`src/rtl/fps_pkg.sv`:
```
package fps_pkg;

    typedef enum logic [3:0] {
        ST_IDLE,
        ST_UP_S1,
        ST_UP_WAIT,
        ST_UP_ISO,
        ST_UP_BURST,
        ST_DN_ISO,
        ST_DN_S2,
        ST_DN_WAIT,
        ST_DN_WMASK
    } fps_state_e;

    typedef struct packed {
        fps_state_e st;
        logic       wmask;
        logic       s1;
        logic       s2;
        logic       iso;
        logic       burst;
        logic       ready;
        logic       done;
        logic       varnt;
    } fps_ctrl_t;

endpackage

```
`src/rtl/fps_settle_timer.sv`:
```
module fps_settle_timer #(
    parameter int CYC_PER_MS = 200000
) (
    input  logic clk_i,
    input  logic rst_ni,
    input  logic load_i,
    output logic expired_o
);
    localparam int CNT_W = (CYC_PER_MS > 1) ? $clog2(CYC_PER_MS + 1) : 1;
    localparam logic [CNT_W-1:0] LOAD_VAL = CNT_W'(CYC_PER_MS - 1);

    logic [CNT_W-1:0] cnt_d, cnt_q;

    always_comb begin
        cnt_d = cnt_q;
        if (load_i) begin
            cnt_d = LOAD_VAL;
        end else if (cnt_q != '0) begin
            cnt_d = cnt_q - 1'b1;
        end
    end

    always_ff @(posedge clk_i or negedge rst_ni) begin
        if (!rst_ni) begin
            cnt_q <= '0;
        end else begin
            cnt_q <= cnt_d;
        end
    end

    assign expired_o = (cnt_q == '0);

endmodule

```
`src/rtl/fps_ctrl.sv`:
```
module fps_ctrl
    import fps_pkg::*;
(
    input  logic clk_i,
    input  logic rst_ni,
    input  logic bypass_i,
    input  logic variant_i,
    input  logic up_req_i,
    input  logic down_req_i,
    input  logic expired_i,
    output logic load_o,
    output logic wmask_o,
    output logic stage1_o,
    output logic stage2_o,
    output logic iso_o,
    output logic burst_o,
    output logic ready_o,
    output logic busy_o,
    output logic done_o
);
    fps_ctrl_t s_d, s_q;

    always_comb begin
        s_d      = s_q;
        s_d.done = 1'b0;
        load_o   = 1'b0;
        case (s_q.st)
            ST_IDLE: begin
                if (up_req_i && !s_q.ready) begin
                    if (bypass_i) begin
                        s_d.ready = 1'b1;
                        s_d.done  = 1'b1;
                    end else begin
                        s_d.varnt = variant_i;
                        s_d.wmask = 1'b1;
                        s_d.st    = ST_UP_S1;
                    end
                end else if (down_req_i && s_q.ready) begin
                    if (bypass_i) begin
                        s_d.ready = 1'b0;
                        s_d.done  = 1'b1;
                    end else begin
                        s_d.varnt = variant_i;
                        if (variant_i) begin
                            s_d.burst = 1'b0;
                            s_d.st    = ST_DN_ISO;
                        end else begin
                            s_d.iso = 1'b1;
                            s_d.st  = ST_DN_S2;
                        end
                    end
                end
            end
            ST_UP_S1: begin
                s_d.s1 = 1'b1;
                load_o = 1'b1;
                s_d.st = ST_UP_WAIT;
            end
            ST_UP_WAIT: begin
                if (expired_i) begin
                    s_d.s2 = 1'b1;
                    s_d.st = ST_UP_ISO;
                end
            end
            ST_UP_ISO: begin
                s_d.iso = 1'b0;
                if (s_q.varnt) begin
                    s_d.st = ST_UP_BURST;
                end else begin
                    s_d.ready = 1'b1;
                    s_d.done  = 1'b1;
                    s_d.st    = ST_IDLE;
                end
            end
            ST_UP_BURST: begin
                s_d.burst = 1'b1;
                s_d.ready = 1'b1;
                s_d.done  = 1'b1;
                s_d.st    = ST_IDLE;
            end
            ST_DN_ISO: begin
                s_d.iso = 1'b1;
                s_d.st  = ST_DN_S2;
            end
            ST_DN_S2: begin
                s_d.s2 = 1'b0;
                load_o = 1'b1;
                s_d.st = ST_DN_WAIT;
            end
            ST_DN_WAIT: begin
                if (expired_i) begin
                    s_d.s1 = 1'b0;
                    s_d.st = ST_DN_WMASK;
                end
            end
            ST_DN_WMASK: begin
                s_d.wmask = 1'b0;
                s_d.ready = 1'b0;
                s_d.done  = 1'b1;
                s_d.st    = ST_IDLE;
            end
            default: begin
                s_d.st = ST_IDLE;
            end
        endcase
    end

    always_ff @(posedge clk_i or negedge rst_ni) begin
        if (!rst_ni) begin
            s_q.st    <= ST_IDLE;
            s_q.wmask <= 1'b0;
            s_q.s1    <= 1'b0;
            s_q.s2    <= 1'b0;
            s_q.iso   <= 1'b1;
            s_q.burst <= 1'b0;
            s_q.ready <= 1'b0;
            s_q.done  <= 1'b0;
            s_q.varnt <= 1'b0;
        end else begin
            s_q <= s_d;
        end
    end

    assign wmask_o  = s_q.wmask;
    assign stage1_o = s_q.s1;
    assign stage2_o = s_q.s2;
    assign iso_o    = s_q.iso;
    assign burst_o  = s_q.burst;
    assign ready_o  = s_q.ready;
    assign done_o   = s_q.done;
    assign busy_o   = (s_q.st != ST_IDLE);

endmodule

```
`src/rtl/fuse_pwr_seq.sv`:
```
module fuse_pwr_seq #(
    parameter int CYC_PER_MS = 200000
) (
    input  logic clk_i,
    input  logic rst_ni,
    input  logic bypass_i,
    input  logic variant_i,
    input  logic up_req_i,
    input  logic down_req_i,
    output logic wmask_o,
    output logic stage1_o,
    output logic stage2_o,
    output logic iso_o,
    output logic burst_o,
    output logic ready_o,
    output logic busy_o,
    output logic done_o
);
    logic load;
    logic expired;

    fps_settle_timer #(
        .CYC_PER_MS(CYC_PER_MS)
    ) i_timer (
        .clk_i     (clk_i),
        .rst_ni    (rst_ni),
        .load_i    (load),
        .expired_o (expired)
    );

    fps_ctrl i_ctrl (
        .clk_i      (clk_i),
        .rst_ni     (rst_ni),
        .bypass_i   (bypass_i),
        .variant_i  (variant_i),
        .up_req_i   (up_req_i),
        .down_req_i (down_req_i),
        .expired_i  (expired),
        .load_o     (load),
        .wmask_o    (wmask_o),
        .stage1_o   (stage1_o),
        .stage2_o   (stage2_o),
        .iso_o      (iso_o),
        .burst_o    (burst_o),
        .ready_o    (ready_o),
        .busy_o     (busy_o),
        .done_o     (done_o)
    );

endmodule

```
`config.mk`:
```
export PLATFORM = sky130hd
export DESIGN_NAME = fuse_pwr_seq
export DESIGN_NICKNAME = d
export VERILOG_FILES = /design/src/rtl/fps_pkg.sv /design/src/rtl/fps_settle_timer.sv /design/src/rtl/fps_ctrl.sv /design/src/rtl/fuse_pwr_seq.sv
export SDC_FILE = /design/constraint.sdc
export NUM_CORES = 1
export LEC_CHECK = 0
export BUFFER_PORTS_ARGS = -buffer_cell sky130_fd_sc_hd__buf_4
export CORE_MARGIN = 4
export CORE_UTILIZATION = 53
export DETAILED_ROUTE_END_ITERATION = 8
export GPL_TIMING_DRIVEN = 0
export HOLD_SLACK_MARGIN = 0.08
export MAX_ROUTING_LAYER = met4
export PLACE_DENSITY = 0.74
export SKIP_LAST_GASP = 1
export SYNTH_ARGS = -nofsm -noshare
export SYNTH_HDL_FRONTEND = slang
export SYNTH_SLANG_ARGS = --single-unit
```
`constraint.sdc`:
```
create_clock -name clk_i -period 1.8 [get_ports clk_i]
set_input_delay 0.27 -clock clk_i [delete_from_list [all_inputs] [get_ports clk_i]]
set_output_delay 0.27 -clock clk_i [all_outputs]
set_load 0.02 [all_outputs]
```
==> impl_metrics.yaml <==
floorplanning:
  ios: 14
  start_util: 0.5497
  die_h_microns: 66.83
  core_sq_mm: 0.003337
  die-width_microns: 66.83
  die_area_sq_mm: 0.004466
  rows: 21
worst_setup_path:
  critPathRequiredTime_ns: 2.08
  startpoint_type: "flop"
  path_class: "reg2reg"
  critPathTopFamily: "simple AND/OR/NAND/NOR gates"
  crit_top_cell: "or4_4"
  worst_path_largest_cell_delay_ns: 0.54
  cp_num_buf_inv: 1
  regToRegEndpoint: "i_timer.cnt_q[7]$_DFFE_PN0P_"
  path_cells: "buf_6 -> or4_4 -> or4_4 -> a2111o_1 -> o21ai_2"
  r2r_start: "i_timer.cnt_q[0]$_DFFE_PN0P_"
  slowest_stage: "or4_4"
  reg2reg_slack_ns: -0.17
  worstRegToRegCells: 5
  critPathArrivalTime_ns: 2.25
  worstPathMaxFanout: 3
  worstSetupEndpointType: "flop"
clocking:
  cts_buffer_depth: 2
  path_clk_slew_ns: 0.10
  cts.sinks: 30
  clk_latency_ns: 0.34
  numCtsBuffers: 5
  tritoncts: "yes"
  cts-root-buf: "clkbuf_4"
  h-tree-depth: 2
sta:
  slew_headroom: 0.6986
  tightest_slew_ns: 0.4521
  max_freq_ghz: 0.5070
  setup_ws_ns: -0.1724
  final_hold_viol_count: 0
  fin_skew_ns: 0.008920
  timing.final.crit_period_ns: 1.972
  fin_crit_sh: 1.096
  maxSlewViolCount: 0
  rsz0062_at_grt: "yes"
  finalSetupViolCount: 11
synth:
  synth-edff-count: 0
  synth.avg_cell_area_sq_um: 9.080
  ys.flop_type: "dfrtp_1"
  syn_inst: 202
  ys_warn_count: 0
  synth_area_sq_mm: 0.001834
  synth-seq-area-share: 0.4100
  synth-async-reset-ratio: 1.000
  synth-seq-cells: 30
  synth_top_area_share: 0.3956
  synth_area_leaders: "dfrtp_1 (40%), a21oi_1 (4.6%), nor2_1 (3.1%)"
  syn_nets: 209
  yosys.area.top_type: "dfrtp_1"
  synth.distinct_cells: 48
power:
  clkPwrFrac: 0.127
  swShare: 0.4336
  switching_power_w: 0.001475
  combPwrFrac: 0.556
  p_seq_frac: 0.316
  power_density_mw_per_mm2: 1411
  power.total_w: 0.003402
  cellLeakagePower_nw: 0.9469
  ir_worst_vdd_uv: 591.1
  p_int_w: 0.001927
detailed_routing:
  drtPass1Iterations: 5
  vias_per_cell: 6.345
  drc: 0
  num_vias: 1821
  dr.first_iter.drc_count: 178
  wirelength_microns: 5231
  antenna_left: 0
  wire_per_inst_microns: 18.23
worst_hold_path:
  holdPathStages: 2
  hold_path_class: "in2reg"
  min_to: "i_ctrl.s_q[0]$_DFFE_PN0P_"
  hold_path.startpoint: "variant_i"
cells_and_area:
  fin_nets: 247
  drive_gt1_frac: 0.3776
  final_cell_mix: "buf_4 (33), dfrtp_1 (23), a21oi_1 (15)"
  diodes: 0
  stdcell_area_sq_mm: 0.002411
  area_growth_pct: 31.45
  layout_commonest_cell: "buf_4"
place:
  hpwl_microns: 3177
  post-place-ws_ns: -0.2898
  postPlaceCellArea_sq_mm: 0.002024
  port_buffers: 13
  gp_congestion: 0.8404
global_route:
  grt.overflow.total: 0
  grt_first_pass_wirelength_microns: 8059
  grt_max_degree: 31
  grt_pass1_vias: 1728
  grtUsageTotal: 0.2474
  antenna_found_initial: 0
outcome:
  violations: "setup timing"
  status: "finished, violations left"
run:
  cap_violations: 0
## through the flow
step                utilization  cells  setup TNS, ns  hold slack [ns]
CTS                      0.6667    278         -1.099           0.1672
global placement         0.6067    261         -2.065           0.2154
finish                   0.7225    287        -0.7641           0.1724
detailed placement       0.6067    261         -3.202           0.2270
global route             0.7225    287         -1.600           0.1860
floorplan                     -    202        -0.1024         -0.02559
## worst register-to-register path: stages (launching register included)
cell	delay [ns]
dfrtp_1	0.41
buf_6	0.14
or4_4	0.54
or4_4	0.43
a2111o_1	0.32
o21ai_2	0.07
## logic make-up (layout without fill, tap and decap cells)
logic type	Yosys count	after routing	share of synthesized area
and+or+nand+nor	80	80	0.2531
AOI/OAI and AO/OA	61	61	0.2292
DFF	30	30	0.4100
buffers and inverters	19	58	0.04093
muxes	8	8	0.04570
xor gates and xnor gates	3	3	0.01433
adders and majority gates	1	1	0.006820
## synthesized netlist by cell type (3+ instances only)
master / count
dfrtp_1: 29
a21oi_1: 17
nor2_1: 15
nand2_1: 13
o21ai_0: 9
clkbuf_1: 8
inv_1: 8
nor4_1: 8
nor3_1: 7
o31ai_1: 7
or4_1: 7
mux2i_1: 5
nand3_1: 5
and2_1: 4
a211oi_1: 3
a31oi_1: 3
and3_1: 3
buf_2: 3
mux2_2: 3
nand2b_1: 3
nor3b_1: 3
o22a_1: 3
xor2_1: 3
## layer usage
layer / global-route usage / wire length, microns / vias to the layer above / share of wire
met4: 0.1218 / 127 / 0 / 0.024
met2: 0.4171 / 2783 / 76 / 0.53
met3: 0.05565 / 309 / 14 / 0.059
met5: - / 0 / - / 0
li1: - / - / 842 / -
met1: 0.2753 / 2010 / 889 / 0.38
## registers in the layout (all words and copies together), names as in the netlist
| signal | cells |
|---|---|
| i_ctrl.burst_o | 1 |
| i_ctrl.done_o | 1 |
| i_ctrl.iso_o | 1 |
| i_ctrl.ready_o | 1 |
| i_ctrl.s_q | 5 |
| i_ctrl.stage1_o | 1 |
| i_ctrl.stage2_o | 1 |
| i_ctrl.wmask_o | 1 |
| i_timer.cnt_q | 18 |
## what timing repair did
item,in CTS,in global routing
hold buffers,1,0
setup endpoints to repair,25,26
buffers inserted,12,12
pin swaps,3,8
hold endpoints to repair,29,0
gates resized for setup,16,29
## power by group through the flow
stage / logic [W] / registers [W] / clock network [W]
after floorplan: 0.00110 / 0.00103 / 0
after global placement: 0.00151 / 0.000988 / 0
after detailed placement: 0.00156 / 0.00100 / 0
after CTS: 0.00171 / 0.00104 / 0.000439
after global routing: 0.00204 / 0.00110 / 0.000471
final: 0.00189 / 0.00108 / 0.000432
## how the worst max path moves through the flow
| stage | from | end | slack, ns | cells past startpoint |
|---|---|---|---|---|
| final | i_timer.cnt_q[0]$_DFFE_PN0P_ | i_timer.cnt_q[7]$_DFFE_PN0P_ | -0.17 | 5 |
| after detailed placement | i_timer.cnt_q[0]$_DFFE_PN0P_ | i_ctrl.s_q[8]$_DFFE_PN0P_ | -0.29 | 7 |
| after global routing | i_timer.cnt_q[0]$_DFFE_PN0P_ | i_timer.cnt_q[7]$_DFFE_PN0P_ | -0.21 | 5 |
| after global placement | i_timer.cnt_q[14]$_DFFE_PN0P_ | i_ctrl.s_q[8]$_DFFE_PN0P_ | -0.24 | 4 |
| after floorplan | i_timer.cnt_q[0]$_DFFE_PN0P_ | i_ctrl.s_q[9]$_DFFE_PN0P_ | -0.04 | 7 |
| after CTS | i_timer.cnt_q[0]$_DFFE_PN0P_ | i_timer.cnt_q[7]$_DFFE_PN0P_ | -0.15 | 5 |
## layout make-up
class,instances,area (sq um)
Timing Repair Buffer,38,300.3
Sequential cell,30,759.5
Tap cell,46,57.56
Buffer,4,21.27
Multi-Input combinational cell,153,1182
Clock inverter,1,5.005
Inverter,8,30.03
Fill cell,247,925.9
Clock buffer,7,55.05
No activity file was read; power rests on OpenSTA's default activity.
